### src/rtl/spd_pkg.sv
package spd_pkg;

  localparam int unsigned SPD_BYTE_W  = 8;
  localparam int unsigned SPD_ADDR_W  = 8;
  localparam int unsigned SPD_NFIELDS = 9;

  // capture slot index for each fetched SPD byte
  localparam int unsigned FI_COLS  = 0;
  localparam int unsigned FI_DENS  = 1;
  localparam int unsigned FI_CASF  = 2;
  localparam int unsigned FI_CYC05 = 3;
  localparam int unsigned FI_CYC1  = 4;
  localparam int unsigned FI_TRP   = 5;
  localparam int unsigned FI_TRCD  = 6;
  localparam int unsigned FI_TRAS  = 7;
  localparam int unsigned FI_NBANK = 8;

  typedef enum logic [1:0] {
    ST_IDLE   = 2'd0,
    ST_REQ    = 2'd1,
    ST_WAIT   = 2'd2,
    ST_COMMIT = 2'd3
  } seq_state_t;

  typedef enum logic [1:0] {
    CAS_NONE = 2'b00,
    CAS_20   = 2'b01,
    CAS_25   = 2'b10,
    CAS_30   = 2'b11
  } cas_sel_t;

  typedef struct packed {
    logic [7:0] map_type;
    logic [7:0] bank_end;
    logic [7:0] timing;
  } cfg_set_t;

  // SPD address fetched into each capture slot, in fetch order
  function automatic logic [7:0] slot_addr(input int unsigned slot);
    logic [7:0] a;
    case (slot)
      FI_COLS:  a = 8'd4;
      FI_DENS:  a = 8'd31;
      FI_CASF:  a = 8'd18;
      FI_CYC05: a = 8'd23;
      FI_CYC1:  a = 8'd25;
      FI_TRP:   a = 8'd27;
      FI_TRCD:  a = 8'd29;
      FI_TRAS:  a = 8'd30;
      default:  a = 8'd17;
    endcase
    return a;
  endfunction

endpackage

### src/rtl/spd_rst_sync.sv
module spd_rst_sync #(
  parameter int unsigned STAGES = 2
) (
  input  logic clk,
  input  logic rst_n_in,
  output logic rst_n_out
);

  logic [STAGES-1:0] sync_q;

  always_ff @(posedge clk or negedge rst_n_in) begin
    if (!rst_n_in) begin
      sync_q <= '0;
    end else begin
      sync_q <= {sync_q[STAGES-2:0], 1'b1};
    end
  end

  assign rst_n_out = sync_q[STAGES-1];

endmodule

### src/rtl/spd_fetch_seq.sv
module spd_fetch_seq
  import spd_pkg::*;
#(
  parameter int unsigned NFIELDS = SPD_NFIELDS,
  parameter int unsigned AW      = SPD_ADDR_W,
  parameter int unsigned DW      = SPD_BYTE_W
) (
  input  logic                         clk,
  input  logic                         rst_n,
  input  logic                         start,
  output logic                         req_valid,
  input  logic                         req_ready,
  output logic [AW-1:0]                req_addr,
  input  logic                         rsp_valid,
  input  logic [DW-1:0]                rsp_data,
  output logic [NFIELDS-1:0][DW-1:0]   fields,
  output logic                         commit
);

  localparam int unsigned IDX_W    = (NFIELDS > 1) ? $clog2(NFIELDS) : 1;
  localparam int unsigned LAST_IDX = NFIELDS - 1;

  seq_state_t       state_q, state_d;
  logic [IDX_W-1:0] idx_q, idx_d;
  logic             idx_en;
  logic             take_rsp;
  logic             last_slot;

  assign last_slot = (idx_q == IDX_W'(LAST_IDX));
  assign take_rsp  = (state_q == ST_WAIT) && rsp_valid;

  // next-state logic
  always_comb begin
    state_d = state_q;
    idx_d   = idx_q;
    idx_en  = 1'b0;
    case (state_q)
      ST_IDLE: begin
        if (start) begin
          state_d = ST_REQ;
          idx_d   = '0;
          idx_en  = 1'b1;
        end
      end
      ST_REQ: begin
        if (req_ready) begin
          state_d = ST_WAIT;
        end
      end
      ST_WAIT: begin
        if (rsp_valid) begin
          if (last_slot) begin
            state_d = ST_COMMIT;
          end else begin
            state_d = ST_REQ;
            idx_d   = idx_q + 1'b1;
            idx_en  = 1'b1;
          end
        end
      end
      default: begin
        state_d = ST_IDLE;
      end
    endcase
  end

  // state registers
  always_ff @(posedge clk or negedge rst_n) begin
    if (!rst_n) begin
      state_q <= ST_IDLE;
    end else begin
      state_q <= state_d;
    end
  end

  always_ff @(posedge clk or negedge rst_n) begin
    if (!rst_n) begin
      idx_q <= '0;
    end else if (idx_en) begin
      idx_q <= idx_d;
    end
  end

  // one capture register per SPD field
  for (genvar g = 0; g < NFIELDS; g++) begin : g_slot
    logic slot_en;
    assign slot_en = take_rsp && (idx_q == IDX_W'(g));
    always_ff @(posedge clk or negedge rst_n) begin
      if (!rst_n) begin
        fields[g] <= '0;
      end else if (slot_en) begin
        fields[g] <= rsp_data;
      end
    end
  end

  assign req_valid = (state_q == ST_REQ);
  assign req_addr  = AW'(slot_addr(32'(idx_q)));
  assign commit    = (state_q == ST_COMMIT);

endmodule

### src/rtl/spd_field_decode.sv
module spd_field_decode
  import spd_pkg::*;
#(
  parameter int unsigned  NFIELDS  = SPD_NFIELDS,
  parameter int unsigned  DW       = SPD_BYTE_W,
  parameter logic [DW-1:0] CYC_MAX  = 8'h75,
  parameter logic [DW-1:0] TRP_MAX  = 8'h3C,
  parameter logic [DW-1:0] TRCD_MAX = 8'h3C,
  parameter logic [DW-1:0] TRAS_MAX = 8'h25
) (
  input  logic [NFIELDS-1:0][DW-1:0] fields,
  output cfg_set_t                   cfg
);

  localparam int unsigned NPRIO = 8;

  logic [DW-1:0] cols, dens, casf, cyc05, cyc1, trp, trcd, tras, nbank;
  logic [7:0]    map_code;
  logic [7:0]    dens_code;
  cas_sel_t      cas_pick;
  logic [1:0]    ilv_code;
  logic          trp_slow, trcd_slow, tras_long;

  assign cols  = fields[FI_COLS];
  assign dens  = fields[FI_DENS];
  assign casf  = fields[FI_CASF];
  assign cyc05 = fields[FI_CYC05];
  assign cyc1  = fields[FI_CYC1];
  assign trp   = fields[FI_TRP];
  assign trcd  = fields[FI_TRCD];
  assign tras  = fields[FI_TRAS];
  assign nbank = fields[FI_NBANK];

  // column count to map type
  always_comb begin
    case (cols)
      DW'(10), DW'(11): map_code = 8'h60;
      DW'(9):           map_code = 8'h40;
      DW'(8):           map_code = 8'h20;
      default:          map_code = 8'h00;
    endcase
  end

  // density priority encoder: rank k tests bit (k<2 ? 1-k : 9-k)
  // and yields 1 << (7-k); lowest rank walked first so higher wins
  always_comb begin
    dens_code = 8'h01;
    for (int k = NPRIO - 1; k >= 0; k--) begin
      if (dens[(k < 2) ? (1 - k) : (9 - k)]) begin
        dens_code = 8'h01 << (7 - k);
      end
    end
  end

  // latency walk
  always_comb begin
    if (casf[4]) begin
      cas_pick = CAS_30;
      if (casf[3] && (cyc05 <= CYC_MAX)) begin
        cas_pick = CAS_25;
      end
      if (casf[2] && (cyc1 <= CYC_MAX)) begin
        cas_pick = CAS_20;
      end
    end else begin
      cas_pick = CAS_25;
      if (casf[2] && (cyc05 <= CYC_MAX)) begin
        cas_pick = CAS_20;
      end
    end
  end

  assign trp_slow  = (trp  > TRP_MAX);
  assign trcd_slow = (trcd > TRCD_MAX);
  assign tras_long = (tras > TRAS_MAX);

  always_comb begin
    if (nbank == DW'(4)) begin
      ilv_code = 2'b10;
    end else if (nbank == DW'(2)) begin
      ilv_code = 2'b01;
    end else begin
      ilv_code = 2'b00;
    end
  end

  assign cfg.map_type = map_code;
  assign cfg.bank_end = dens_code;
  assign cfg.timing   = {trp_slow, tras_long, cas_pick, 1'b0, trcd_slow, ilv_code};

endmodule

### src/rtl/spd_cfg_regs.sv
module spd_cfg_regs
  import spd_pkg::*;
(
  input  logic       clk,
  input  logic       rst_n,
  input  logic       commit,
  input  cfg_set_t   cfg_in,
  output logic [7:0] map_type,
  output logic [7:0] bank_end,
  output logic [7:0] timing_cfg,
  output logic       done
);

  cfg_set_t cfg_q;
  logic     done_q;

  always_ff @(posedge clk or negedge rst_n) begin
    if (!rst_n) begin
      cfg_q <= '0;
    end else if (commit) begin
      cfg_q <= cfg_in;
    end
  end

  always_ff @(posedge clk or negedge rst_n) begin
    if (!rst_n) begin
      done_q <= 1'b0;
    end else begin
      done_q <= commit;
    end
  end

  assign map_type   = cfg_q.map_type;
  assign bank_end   = cfg_q.bank_end;
  assign timing_cfg = cfg_q.timing;
  assign done       = done_q;

endmodule

### src/rtl/spd_timing_picker.sv
module spd_timing_picker
  import spd_pkg::*;
#(
  parameter int unsigned NFIELDS    = SPD_NFIELDS,
  parameter int unsigned AW         = SPD_ADDR_W,
  parameter int unsigned DW         = SPD_BYTE_W,
  parameter int unsigned SYNC_DEPTH = 2
) (
  input  logic          clk,
  input  logic          rst_n,
  input  logic          start,
  output logic          req_valid,
  input  logic          req_ready,
  output logic [AW-1:0] req_addr,
  input  logic          rsp_valid,
  input  logic [DW-1:0] rsp_data,
  output logic [7:0]    map_type,
  output logic [7:0]    bank_end,
  output logic [7:0]    timing_cfg,
  output logic          done
);

  logic                       rst_n_int;
  logic [NFIELDS-1:0][DW-1:0] fields;
  logic                       commit;
  cfg_set_t                   cfg_next;

  spd_rst_sync #(.STAGES(SYNC_DEPTH)) u_rst (
    .clk       (clk),
    .rst_n_in  (rst_n),
    .rst_n_out (rst_n_int)
  );

  spd_fetch_seq #(.NFIELDS(NFIELDS), .AW(AW), .DW(DW)) u_seq (
    .clk       (clk),
    .rst_n     (rst_n_int),
    .start     (start),
    .req_valid (req_valid),
    .req_ready (req_ready),
    .req_addr  (req_addr),
    .rsp_valid (rsp_valid),
    .rsp_data  (rsp_data),
    .fields    (fields),
    .commit    (commit)
  );

  spd_field_decode #(.NFIELDS(NFIELDS), .DW(DW)) u_dec (
    .fields (fields),
    .cfg    (cfg_next)
  );

  spd_cfg_regs u_out (
    .clk        (clk),
    .rst_n      (rst_n_int),
    .commit     (commit),
    .cfg_in     (cfg_next),
    .map_type   (map_type),
    .bank_end   (bank_end),
    .timing_cfg (timing_cfg),
    .done       (done)
  );

endmodule

### config.mk
export PLATFORM = sky130hd
export DESIGN_NAME = spd_timing_picker
export DESIGN_NICKNAME = d
export VERILOG_FILES = /design/src/rtl/spd_pkg.sv /design/src/rtl/spd_rst_sync.sv /design/src/rtl/spd_fetch_seq.sv /design/src/rtl/spd_field_decode.sv /design/src/rtl/spd_cfg_regs.sv /design/src/rtl/spd_timing_picker.sv
export SDC_FILE = /design/constraint.sdc
export NUM_CORES = 1
export LEC_CHECK = 0
export BUFFER_PORTS_ARGS = -buffer_cell sky130_fd_sc_hd__buf_4
export CELL_PAD_IN_SITES_DETAIL_PLACEMENT = 1
export CELL_PAD_IN_SITES_GLOBAL_PLACEMENT = 2
export CORE_MARGIN = 4
export CORE_UTILIZATION = 34
export CTS_CLUSTER_DIAMETER = 150
export DETAILED_ROUTE_END_ITERATION = 16
export GPL_TIMING_DRIVEN = 0
export PLACE_DENSITY_LB_ADDON = 0.1
export SLEW_MARGIN = 20
export SYNTH_ARGS = -nofsm -noshare
export SYNTH_HDL_FRONTEND = slang
export SYNTH_SLANG_ARGS = --single-unit
### constraint.sdc
create_clock -name clk -period 3.15 [get_ports clk]
set_input_delay 0.315 -clock clk [delete_from_list [all_inputs] [get_ports clk]]
set_output_delay 0.315 -clock clk [all_outputs]
set_load 0.005 [all_outputs]
* Word-level counts from Yosys, hierarchy flattened
Memory sizes are Yosys's and may differ from the RTL's. Index checks and enable logic that the tools add are counted.
Cells by class: order comparisons 5, reduce and logical (&&, ||, !) cells 19, $add $sub $neg 1, eq/ne operators 21, muxes and demuxes 28
Operators with widths (count):
- $eq 8x4->1 const B | 4
- $gt 8x6->1 const B | 3
- $pmux 7 s3 | 1
- $mux 2 | 9
- $eq 4x3->1 const B | 4
- $le 8x7->1 const B | 2
- $mux 4 | 4
- $mux 8 | 2
- $logic_and 1x1->1 | 13
- $eq 4x2->1 const B | 2
- $eq 8x2->1 const B | 1
- $eq 8x3->1 const B | 1
- $pmux 4 s2 | 1
- $mux 7 | 1
- $mux 6 | 1
- $ne 2x2->1 const B | 3
- $pmux 2 s3 | 1
- $mux 1 | 5
- $mux 5 | 1
- $reduce_and 5->1 | 1
- $add 4x1->4 const B | 1
- $eq 2x2->1 const B | 2
- $eq 4x1->1 const B | 1
- $eq 4x4->1 const B | 1
- other kinds (9) | 9
Word-level totals: word-level logic and storage cells 91, memories 1, memory bits (read-only) 40, bits of input ports 13, output and inout port bits 34, register bits after elaboration 101
Memories:
- (name not given) | depth 8, bits a word 5, read ports 1, clocked after Yosys merged registers in 0, wr ports 0, line spd_pkg.sv:41 | case (slot)

* Depth between registers and ports, before layout
Gate-level depths: netlist of run 1.
depth after elaboration 7, gate-level depth with buffers 6, depth with buffers taken out 6

* By module
A second synthesis of run 1 with hierarchy kept.
Second synthesis, totals: cells, all modules 332, area total of the unflattened synthesis 4808.4 um2
Modules (own cells, without submodules):
- spd_fetch_seq | seq. area each 1951.9 um2, instances 1, cells an instance 221, area an instance 3372.0 um2
- spd_cfg_regs | seq. area each 625.6 um2, instances 1, cells an instance 52, area an instance 1022.2 um2
- spd_field_decode | seq. area each 0.0 um2, instances 1, cells an instance 56, area an instance 360.3 um2
- spd_rst_sync | seq. area each 50.0 um2, instances 1, cells an instance 3, area an instance 53.8 um2

* Least setup slack after synthesis of run 1
OpenSTA, ideal clock, no wires.
kind register -> register, from register u_seq.idx_q[0], to register u_seq.fields[64] (netlist bit), path buffers 0, library setup time 0.125 ns, arrival 1.684 ns, period minus slack after synthesis 1.809 ns, path slack 1.341 ns, stages on the path, launching flop included 6, required time 3.025 ns, cell sequence dfrtp_1 -> inv_1 -> ha_1 -> nand3b_1 -> nor2_2 -> mux2_2
Between the ends: cells in the longest elaborated chain, start to end 2
RTL lines:
- from (decl) | line spd_fetch_seq.sv:24 | logic [IDX_W-1:0] idx_q, idx_d;
- from (signal assigned) | line spd_fetch_seq.sv:80 | idx_q <= idx_d;
- $eq 4x4->1 | line spd_fetch_seq.sv:87 | assign slot_en = take_rsp && (idx_q == IDX_W'(g));
- $logic_and 1x1->1 | line spd_fetch_seq.sv:87
- to (signal, indexed assignment) | line spd_fetch_seq.sv:92 | fields[g] <= rsp_data;
- to (decl) | line spd_fetch_seq.sv:16 | output logic [NFIELDS-1:0][DW-1:0] fields,
Every way passes these cells. A chain may end at the register's enable or synchronous reset.

* Final worst setup path of run 1
from register u_seq.idx_q[0], to register u_seq.fields[68] (netlist bit)
Same word-level chain as after synthesis.

==> results of run 1 <==
==> tightest hold or removal path: stages <==
cell     delay [ps]
buf_4           110
nand2_1          60
o21ai_0          70
==> power groups by stage <==
stage	clock, mW	combinational, mW	sequential [mW]
after floorplan	0	0.482	1.51
after CTS	1.13	0.801	1.52
final	1.10	0.776	1.51
after global routing	1.18	0.884	1.55
after detailed placement	0	0.796	1.54
after global placement	0	0.764	1.54
==> sequential cells by signal, summed over array words and instances (netlist names) <==
register / flops
u_seq.fields: 63
u_out.bank_end: 8
u_out.timing_cfg: 7
u_seq.idx_q: 4
u_out.map_type: 2
u_rst.sync_q: 2
u_seq.state_q: 2
u_out.done: 1
==> layout by cell type (no fill, tap or decap), drive strengths merged, types with 2 or more instances in the layout <==
cell type,instances
nand3,6
a22o,6
and3,2
conb,11
a21oi,4
xor2,2
nand2,27
dfrtp,89
clkinv,2
mux2,62
nand3b,2
and3b,2
nor4,2
nand4,3
clkbuf,13
nor4b,2
a211oi,2
nor3,4
a32o,2
o21ai,15
nor2,19
nor2b,3
buf,52
inv,9
nand2b,2
ha,6
==> through the flow <==
step	util, %	instances
floorplan	-	306
global placement	39.6	482
detailed placement	39.9	483
CTS	42.7	500
global route	42.7	500
finish	42.7	500
==> cell type report <==
class,instances,area [um2]
Buffer,18,130
Multi-Input combinational cell,192,1500
Tap cell,140,175
Timing Repair Buffer,38,308
Clock inverter,6,65.1
Sequential cell,89,2230
Clock buffer,10,239
Fill cell,1169,6260
Inverter,7,26.3
==> layer usage <==
metal	up-vias	part of all wire, %	global-route usage, %
li1	1142	-	-
met4	0	0.83	2.85
met1	1247	47	18.7
met2	38	49	22.8
met5	-	0	0
met3	8	3.8	4.18
==> logic make-up (layout without fill, tap and decap cells) <==
logic type               Yosys count  count (layout)
flip-flops                        89              89
AND/OR/NAND/NOR                   78              78
adder cells (fa/ha/maj)            6               6
buffers and inverters             25              79
XOR/XNOR                           2               2
multiplexers                      62              62
AO/OA/AOI/OAI                     33              33
other                              2              11
==> final timing paths <==
path                                                      to  slack (ps)  cells after the start
worst max-delay path            u_seq.fields[68]$_DFFE_PN0P_        1020                      5
max in group asynchronous         u_seq.idx_q[1]$_DFFE_PN0P_        2210                      1
worst min-delay path            u_seq.state_q[1]$_DFFE_PN0P_         260                      3
worst max register to register  u_seq.fields[68]$_DFFE_PN0P_        1020                      5
min in group asynchronous          u_rst.sync_q[1]$_DFF_PN0_         280                      2
worst min register to register  u_seq.fields[43]$_DFFE_PN0P_         310                      0
==> metrics.md, run 1 <==
| Metric | Value |
|---|---|
| YS warnings | 0 |
| Initial Util | 35.2% |
| Max Fclk | 468 MHz |
| Worst Path Buf+Inv | 1 |
| Setup violators final | 0 |
| Unrepaired setup endpoints after global routing | no |
| Power Total | 3.38 mW |
| Routability cong. | 0.683 |
| Min Hold Slack | 257 ps |
| CTS sink cnt | 89 |
| Top cell type by total area after synthesis | dfrtp_1 |
| Net Sw Frac | 28.9% |
| # diodes | 0 |
| Post-Synthesis Cells | 297 |
| CP Capture Type | register |
| Worst skew pair latency | 340 ps |
| Hold buffer count at CTS | 1 |
| Sum Neg Setup Slack | 0 ps |
| CP startpoint | u_seq.idx_q[0]$_DFFE_PN0P_ |
| Ys async rst share | 100% |
| Maxcap violations | 0 |
| Worst EP arrival | 2350 ps |
| # IOs | 47 |
| Post-synth EDFFs | 0 |
| Vias post-DR | 2,435 |
| Crit path max-delay family | simple AND/OR/NAND/NOR gates |
| Crit Path Class | register to register |
| Largest net degree at the start of global routing | 52 |
| Via-per-instance ratio | 4.87 |
| GRT Resource Usage Total | 14.0% |
| Slew margin rel. | 59.1% |
| Library cells used by synthesis | 40 |
| Pint | 2.41 mW |
| Flop pwr share | 44.6% |
| RR Startpoint | u_seq.idx_q[0]$_DFFE_PN0P_ |
| Clk slew on worst S/H paths | 70 ps |
| Port buffer count | 36 |
| Fin nets | 374 |
| Most frequent cells after synthesis | dfrtp_1, mux2_2, nand2_1 |
| Routed len/inst | 16.4 um |
| Die H | 114 um |
| Worst hold start | req_ready |
| Min Tclk post-route | 2130 ps |
| Pins Over Slew Limit | 0 |
| XOR/XNOR Fraction of Synth Area | 0.455% |
| Post-DP Area | 4360 um2 |
| Power Dens Cells | 724 nW/um2 |
| Comb pwr share | 23.0% |
| Worst hold-check path type | primary input to register |
| CTS HTree Levels | 3 |
| Final Hold Viols | 0 |
| Register area share after synthesis | 57.9% |
| Worst-path maximum fanout | 10 |
| Share of cells above drive strength 1 | 38.1% |
| Maximum buffer depth of the clock tree | 2 |
| Initial antenna violation count | 0 |
| Lkg Pwr | 2.42 nW |
| #FFs+latches synth | 89 |
| Slowest cell on crit path | dfrtp_1 |
| Top-count cell post-synth | dfrtp_1 |
| # rows | 38 |
| CTS resizes | 0 |
| Critical path required time | 3370 ps |
| Post-synthesis mux area share | 18.4% |
| Worst Skew | 6.97 ps |
| Post-synth top flop | dfrtp_1 |
| Dpl hpwl | 5670 um |
| DRT antenna net count | 0 |
| Area share of the largest cell type after synthesis | 57.9% |
| Final period util | 67.8% |
| CORE AREA | 10,900 um2 |
| Clk root buf | clkbuf_16 |
| CP max stage delay | 480 ps |
| Post-Synth Adder-Cell Area | 1.95% |
| Startpoint type of the worst setup path | register |
| Area Overhead vs Synth | 21.4% |
| Number of global-route vias before repair | 2,705 |
| Clk pwr share | 32.4% |
| Compound-Gate Fraction of Synth Area | 5.63% |
| Combinational family with the most area after synthesis | multiplexers |
| Slew @ Worst Pin | 613 ps |
| Num CTS Buffers | 9 |
| Post-route setup slack | 1020 ps |
| Die Span X | 114 um |
| Syn Area/Cell | 13.0 um2 |
| Die area | 13,100 um2 |
| Synthesized cell area | 3850 um2 |
| First-pass GRT wire length | 14,100 um |
| Post-CTS setup buffer count | 0 |
| NetSw | 976 uW |
| WL final | 8200 um |
| Finished Cell Area | 4670 um2 |
| CP Cell Sequence | inv_1 > ha_1 > nand3b_1 > nor2_2 > mux2_2 |
| Area contributors post-synth | dfrtp_1, mux2_2, nand2_4 |
| Placement Setup Slack | 1000 ps |
| Drc violations | 0 |
| DR pass1 iterations | 4 |
| Starting DRT DRC Count | 59 |
| VDD IR max | 0.312 mV |
| Post-synthesis simple-gate area fraction | 11.4% |
| Remaining global-route overflow | 0 |
| Status | finished, final reports clean |
| CTS tree | yes |
Power figures use the tool's default switching activity.
==> run 2, diff against run 1 <==
clock period = 1.85 ns   (was 3.15 ns; I/O delays follow)
==> run 2 against run 1 <==
Compared with the run above:
- critical path depth is 1 higher
- sequential power is 71% higher
- sequential share of layout area is 0.64 points lower
- worst hold slack worse by 140 ps
- first-iteration DRC count is 100% higher
- clock power is 79% higher
- combinational power is 73% higher
- non-clock buffer count is 4 higher
- global-route usage is 0.097 points lower
- routed wire length is 2.1% higher
- final area is 1.5% higher
- critical path type unchanged
==> metrics.md, run 2 (same netlist as run 1, synthesis figures left out) <==
| Metric | Value |
|---|---|
| # IOs | 47 (unchanged) |
| VDD IR max | 0.612 mV (+96%) |
| Drc violations | 0 (unchanged) |
| Remaining global-route overflow | 0 (unchanged) |
| Clk slew on worst S/H paths | 70 ps (about the same) |
| Starting DRT DRC Count | 119 (+100%) |
| Max FFs per register | 63 (unchanged) |
| Largest net degree at the start of global routing | 51 (-1.9%) |
| Worst hold-check path type | primary input to register |
| Most frequent cells in the layout | dfrtp_1, mux2_2, buf_4 |
| Clk pwr share | 33.4% (+1.0 points) |
| Worst-path maximum fanout | 9 (-1) |
| Flop pwr share | 43.9% (-0.7 points) |
| Initial antenna violation count | 0 (unchanged) |
| Finished Cell Area | 4740 um2 (+1.5%) |
| Number of global-route vias before repair | 2,628 (-2.8%) |
| Crit Path Class | register to register |
| DRT antenna net count | 0 (unchanged) |
| Slew margin rel. | 63.8% (+4.7 points) |
| Final period util | 95.0% (+27 points) |
| NetSw | 1.64 mW (+68%) |
| Num CTS Buffers | 9 (unchanged) |
| Routability cong. | 0.687 (+0.60%) |
| Worst EP arrival | 1980 ps (-370 ps) |
| Maximum buffer depth of the clock tree | 2 (unchanged) |
| Worst Skew | 10.8 ps (+3.78 ps) |
| WL final | 8380 um (+2.1%) |
| Post-route insts no fill | 505 (+1.0%) |
| Comb pwr share | 22.7% (-0.3 points) |
| Pins Over Slew Limit | 0 (unchanged) |
| Max Fclk | 569 MHz (+21%) |
| Unrepaired setup endpoints after global routing | no |
| DR pass1 iterations | 3 (-1) |
| Final core utilization | 43.4% (+0.63 points) |
| Share of cells above drive strength 1 | 39.7% (+1.7 points) |
| Vias post-DR | 2,427 (-0.33%) |
| Routed len/inst | 16.6 um (+1.1%) |
| Critical path required time | 2070 ps (-1300 ps) |
| Fin nets | 379 (+1.3%) |
| Min Tclk post-route | 1760 ps (-376 ps) |
| Placed cells | 483 (unchanged) |
| CTS tree | yes |
| Initial Util | 35.2% (unchanged) |
| Post-DP Area | 4360 um2 (unchanged) |
| Area Overhead vs Synth | 23.2% |
| Die Span X | 114 um (unchanged) |
| Setup violators final | 0 (unchanged) |
| CORE AREA | 10,900 um2 (unchanged) |
| Power Total | 5.89 mW (+74%) |
| Reg2Reg Setup Slack | 90 ps (-920 ps) |
| Clk root buf | clkbuf_16 |
| Net Sw Frac | 27.9% (-0.94 points) |
| Placement Setup Slack | -284 ps (-1290 ps) |
| Slew @ Worst Pin | 543 ps (-70.6 ps) |
| Die H | 114 um (unchanged) |
| Post-route setup slack | 91.7 ps (-924 ps) |
| First-pass GRT wire length | 13,800 um (-1.5%) |
| Worst skew pair latency | 340 ps (about the same) |
| # rows | 38 (unchanged) |
| GRT Resource Usage Total | 13.9% (-0.097 points) |
| CP Capture Type | register |
| Top reg by flops | u_seq.fields |
| Pint | 4.25 mW (+76%) |
| Power Dens Cells | 1240 nW/um2 (+72%) |
| CTS sink cnt | 89 (unchanged) |
| Maxcap violations | 0 (unchanged) |
| CTS HTree Levels | 3 (unchanged) |
| Via-per-instance ratio | 4.81 (-1.3%) |
| Dpl hpwl | 5710 um (+0.60%) |
| Lkg Pwr | 2.44 nW (+0.80%) |
| Status | finished, final reports clean |
| Commonest non-fill, non-tap cell in the layout | dfrtp_1 |
| Die area | 13,100 um2 (unchanged) |
| Final Hold Viols | 0 (unchanged) |
| Port buffer count | 36 (unchanged) |
| Startpoint type of the worst setup path | register |
| # diodes | 0 (unchanged) |
-- run 2: cell types whose count changed in the layout (fill, tap and decap cells not counted), moves of 2 or more --
| cell | change |
|---|---|
| clkinv_2 | -2 |
| dfrtp_1 | -2 |
| inv_6 | -2 |
| buf_4 | +4 |
| ha_1 | -2 |
| ha_2 | +2 |
| dfrtp_2 | +2 |
-- run 2: power groups by stage --
stage	Combinational (mW)	Sequential, mW	Clock, mW
5_1_grt	1.50	2.64	2.13
4_1_cts	1.36	2.59	2.03
3_5_place_dp	1.35	2.62	0
2_1_floorplan	0.820	2.57	0
3_3_place_gp	1.30	2.62	0
6_report	1.34	2.58	1.97
-- run 2: path summary, 6_finish.rpt --
kind,from,end,cells past startpoint
setup / recovery,u_seq.idx_q[0]$_DFFE_PN0P_,u_seq.fields[69]$_DFFE_PN0P_,6
hold / removal,req_ready,u_seq.state_q[1]$_DFFE_PN0P_,3
setup reg to reg,u_seq.idx_q[0]$_DFFE_PN0P_,u_seq.fields[69]$_DFFE_PN0P_,6
hold reg to reg,u_rst.sync_q[1]$_DFF_PN0_,u_out.timing_cfg[7]$_DFFE_PN0P_,0
max in group asynchronous,u_rst.sync_q[1]$_DFF_PN0_,u_seq.idx_q[1]$_DFFE_PN0P_,1
min in group asynchronous,rst_n,u_rst.sync_q[1]$_DFF_PN0_,2
-- run 2: routing by layer --
layer  wire length, um  global-route usage (%)  part of all wire [%]
met1              4030                    18.5                    48
met2              3940                    22.1                    47
met3               315                    4.44                   3.8
met4                89                    3.56                   1.1
met5                 0                       0                     0
-- run 2: layout make-up --
type	count	area [um2]
Timing Repair Buffer	42	338
Clock inverter	4	76.3
Sequential cell	89	2230
Clock buffer	12	246
Multi-Input combinational cell	193	1510
Fill cell	1151	6190
Inverter	7	26.3
Buffer	18	131
Tap cell	140	175
-- run 2: timing repair --
| item | in CTS | in global routing |
|---|---|---|
| gates cloned | 1 | 0 |
| pin swaps | 2 | 0 |
| resized for setup | 2 | 5 |
| setup endpoints to repair | 9 | 8 |
| hold buffers | 1 | 0 |
| buffers inserted | 4 | 0 |
| hold endpoints to repair | 2 | 0 |
-- run 2: worst max-delay path, stage by stage (launching register included) --
cell and delay [ps]:
dfrtp_2 470, inv_1 130, ha_2 260, nand3b_1 90, buf_4 170, nor2_4 160
mux2_2 360
-- run 2: through the flow --
stage,TNS [ps],hold WS [ps]
after floorplan,0,-111
after global placement,-23690,-32.5
after detailed placement,-1770,-32.2
after CTS,0,113
after global routing,0,126
final,0,121
==> run 3, diff against run 2 <==
clock period = 2.1 ns   (was 1.85 ns; I/O delays follow)
==> run 3 against run 2 <==
Compared with the run above:
- routed wire length down 0.27%
- die area unchanged
- combinational power is 13% lower
- first-iteration DRC count rose by 9.2%
- register-to-register slack improved by 110 ps
- largest cell class unchanged
- core utilization is 0.22 points lower
- clock-buffer cell count unchanged
- cell count shrank 0.40%
- clock power down 12%
- flip-flop and latch count is the same
- critical endpoint unchanged
- final area down 0.50%
==> metrics.md, run 3 (same netlist as run 1, synthesis figures left out) <==
| Metric | Value |
|---|---|
| Die H | 114 um (unchanged) |
| Die Span X | 114 um (unchanged) |
| # IOs | 47 (unchanged) |
| Max Fclk | 526 MHz (-7.6%) |
| Crit Path Class | register to register |
| Final period util | 90.6% (-4.5 points) |
| Setup violators final | 0 (unchanged) |
| CORE AREA | 10,900 um2 (unchanged) |
| Lkg Pwr | 2.43 nW (-0.22%) |
| Post-route insts no fill | 503 (-0.40%) |
| Slew @ Worst Pin | 618 ps (+75.5 ps) |
| Startpoint type of the worst setup path | register |
| Dpl hpwl | 5710 um (unchanged) |
| Unrepaired setup endpoints after global routing | no |
| CP max stage delay | 480 ps (about the same) |
| # diodes | 0 (unchanged) |
| VDD IR max | 0.539 mV (-12%) |
| Initial Util | 35.2% (unchanged) |
| Max FFs per register | 63 (unchanged) |
| Min Hold Slack | 147 ps (+25.5 ps) |
| Top reg by flops | u_seq.fields |
| Min Tclk post-route | 1900 ps (+144 ps) |
| Routability cong. | 0.687 (unchanged) |
| Area Overhead vs Synth | 22.6% |
| Port buffer count | 36 (unchanged) |
| Worst EP arrival | 2120 ps (+140 ps) |
| Worst hold start | req_ready |
| Clk slew on worst S/H paths | 70 ps (about the same) |
| Slew margin rel. | 58.8% (-5.0 points) |
| Largest net degree at the start of global routing | 51 (unchanged) |
| Commonest non-fill, non-tap cell in the layout | dfrtp_1 |
| Final Hold Viols | 0 (unchanged) |
| Worst-path maximum fanout | 9 (unchanged) |
| Worst hold stages | 3 (unchanged) |
| Fin nets | 377 (-0.53%) |
| Reg2Reg Setup Slack | 200 ps (+110 ps) |
| Vias post-DR | 2,421 (-0.25%) |
| Worst hold-check path type | primary input to register |
| Slowest cell on crit path | dfrtp_1 |
| Status | finished, final reports clean |
| Most frequent cells in the layout | dfrtp_1, mux2_2, buf_4 |
| Starting DRT DRC Count | 130 (+9.2%) |
| WHS Endpoint | u_seq.state_q[1]$_DFFE_PN0P_ |
| DR pass1 iterations | 3 (unchanged) |
| DRT antenna net count | 0 (unchanged) |
| Reg2reg path depth | 6 (unchanged) |
| Share of cells above drive strength 1 | 38.0% (-1.7 points) |
| Num CTS Buffers | 9 (unchanged) |
| Worst Skew | 9.95 ps (-0.803 ps) |
| Sum Neg Setup Slack | 0 ps (unchanged) |
| Routed len/inst | 16.6 um (+0.12%) |
| # rows | 38 (unchanged) |
| Initial antenna violation count | 0 (unchanged) |
| CP Cell Sequence | inv_1 > ha_1 > nand3b_1 > buf_4 > nor2_4 > mux2_2 |
| First-pass GRT wire length | 13,700 um (-1.3%) |
| CTS HTree Levels | 3 (unchanged) |
| Via-per-instance ratio | 4.81 (+0.15%) |
| Critical path required time | 2320 ps (+250 ps) |
| GRT Resource Usage Total | 13.7% (-0.20 points) |
| Number of global-route vias before repair | 2,609 (-0.72%) |
| Maximum buffer depth of the clock tree | 2 (unchanged) |
| Pins Over Slew Limit | 0 (unchanged) |
| Placed cells | 483 (unchanged) |
| Power Dens Cells | 1100 nW/um2 (-12%) |
| Worst skew pair latency | 340 ps (about the same) |
| Remaining global-route overflow | 0 (unchanged) |
| WL final | 8350 um (-0.27%) |
| Capturing point of the worst reg2reg path | u_seq.fields[69]$_DFFE_PN0P_ |
| CTS tree | yes |
| Die area | 13,100 um2 (unchanged) |
| CP Capture Type | register |
| CTS sink cnt | 89 (unchanged) |
| Clk root buf | clkbuf_16 |
| Maxcap violations | 0 (unchanged) |
| RR Startpoint | u_seq.idx_q[0]$_DFFE_PN0P_ |
| Drc violations | 0 (unchanged) |
run 3: cell count changes in the layout (fill, tap and decap cells not counted), moves of 2 or more:
cell / previous run / this run
ha_2: 2 / 0
dfrtp_2: 2 / 0
ha_1: 4 / 6
dfrtp_1: 86 / 88
buf_4: 50 / 48
run 3: how the worst max path moves through the flow:
stage	startpoint	end	slack, ps	cells past startpoint
global route	u_seq.idx_q[0]$_DFFE_PN0P_	u_seq.fields[68]$_DFFE_PN0P_	100	6
global placement	u_rst.sync_q[1]$_DFF_PN0_	u_seq.state_q[1]$_DFFE_PN0P_	-10	0
floorplan	u_seq.idx_q[0]$_DFFE_PN0P_	u_seq.fields[64]$_DFFE_PN0P_	290	5
finish	u_seq.idx_q[0]$_DFFE_PN0P_	u_seq.fields[69]$_DFFE_PN0P_	200	6
detailed placement	u_seq.idx_q[0]$_DFFE_PN0P_	u_seq.fields[68]$_DFFE_PN0P_	-30	5
CTS	u_seq.idx_q[0]$_DFFE_PN0P_	u_seq.fields[68]$_DFFE_PN0P_	50	5
run 3: what timing repair did:
action | in CTS | in global routing
setup endpoints to repair | 6 | 6
setup buffers | 0 | 2
gates resized for setup | 1 | 0
gates cloned | 0 | 1
hold buffers | 1 | 0
endpoints found under the hold margin | 2 | 0
pin swaps | 0 | 2
run 3: metrics by stage:
stage	power, mW	utilization, %	setup WS, ps	area, um2
floorplan	2.98	-	291	3880
global placement	3.46	39.6	-12.6	4330
detailed placement	3.50	39.9	-34.4	4360
CTS	5.26	42.9	54.1	4700
global route	5.52	43.1	99.9	4720
finish	5.17	43.1	198	4720
run 3: report_power, final:
group          total, mW  internal [mW]  switching (mW)
sequential          2.27           2.04           0.231
combinational       1.17          0.611           0.558
clock               1.73           1.08           0.654
total               5.17           3.73            1.44
run 3: critical path, delay by kind of cell (launching register included):
family,cells,cell delay (ps)
fa+ha+maj,1,310
buf+inv,2,340
flops,1,480
mux,1,360
simple gates,2,300
run 3: layout make-up:
| type | instances | area, um2 |
|---|---|---|
| buffer | 18 | 130 |
| clock buffer | 12 | 246 |
| clock inverter | 4 | 76.3 |
| fill | 1152 | 6220 |
| inverter | 7 | 26.3 |
| multi-input combinational | 193 | 1510 |
| sequential | 89 | 2230 |
| tap | 140 | 175 |
| timing repair buffer | 40 | 323 |
run 3: per-layer routing:
layer / global-route usage [%] / vias to the layer above / wire length [um]
met4: 3.56 / 0 / 92
met5: 0 / - / 0
li1: - / 1140 / -
met2: 21.9 / 38 / 3960
met1: 18.1 / 1230 / 3980
met3: 4.44 / 13 / 316
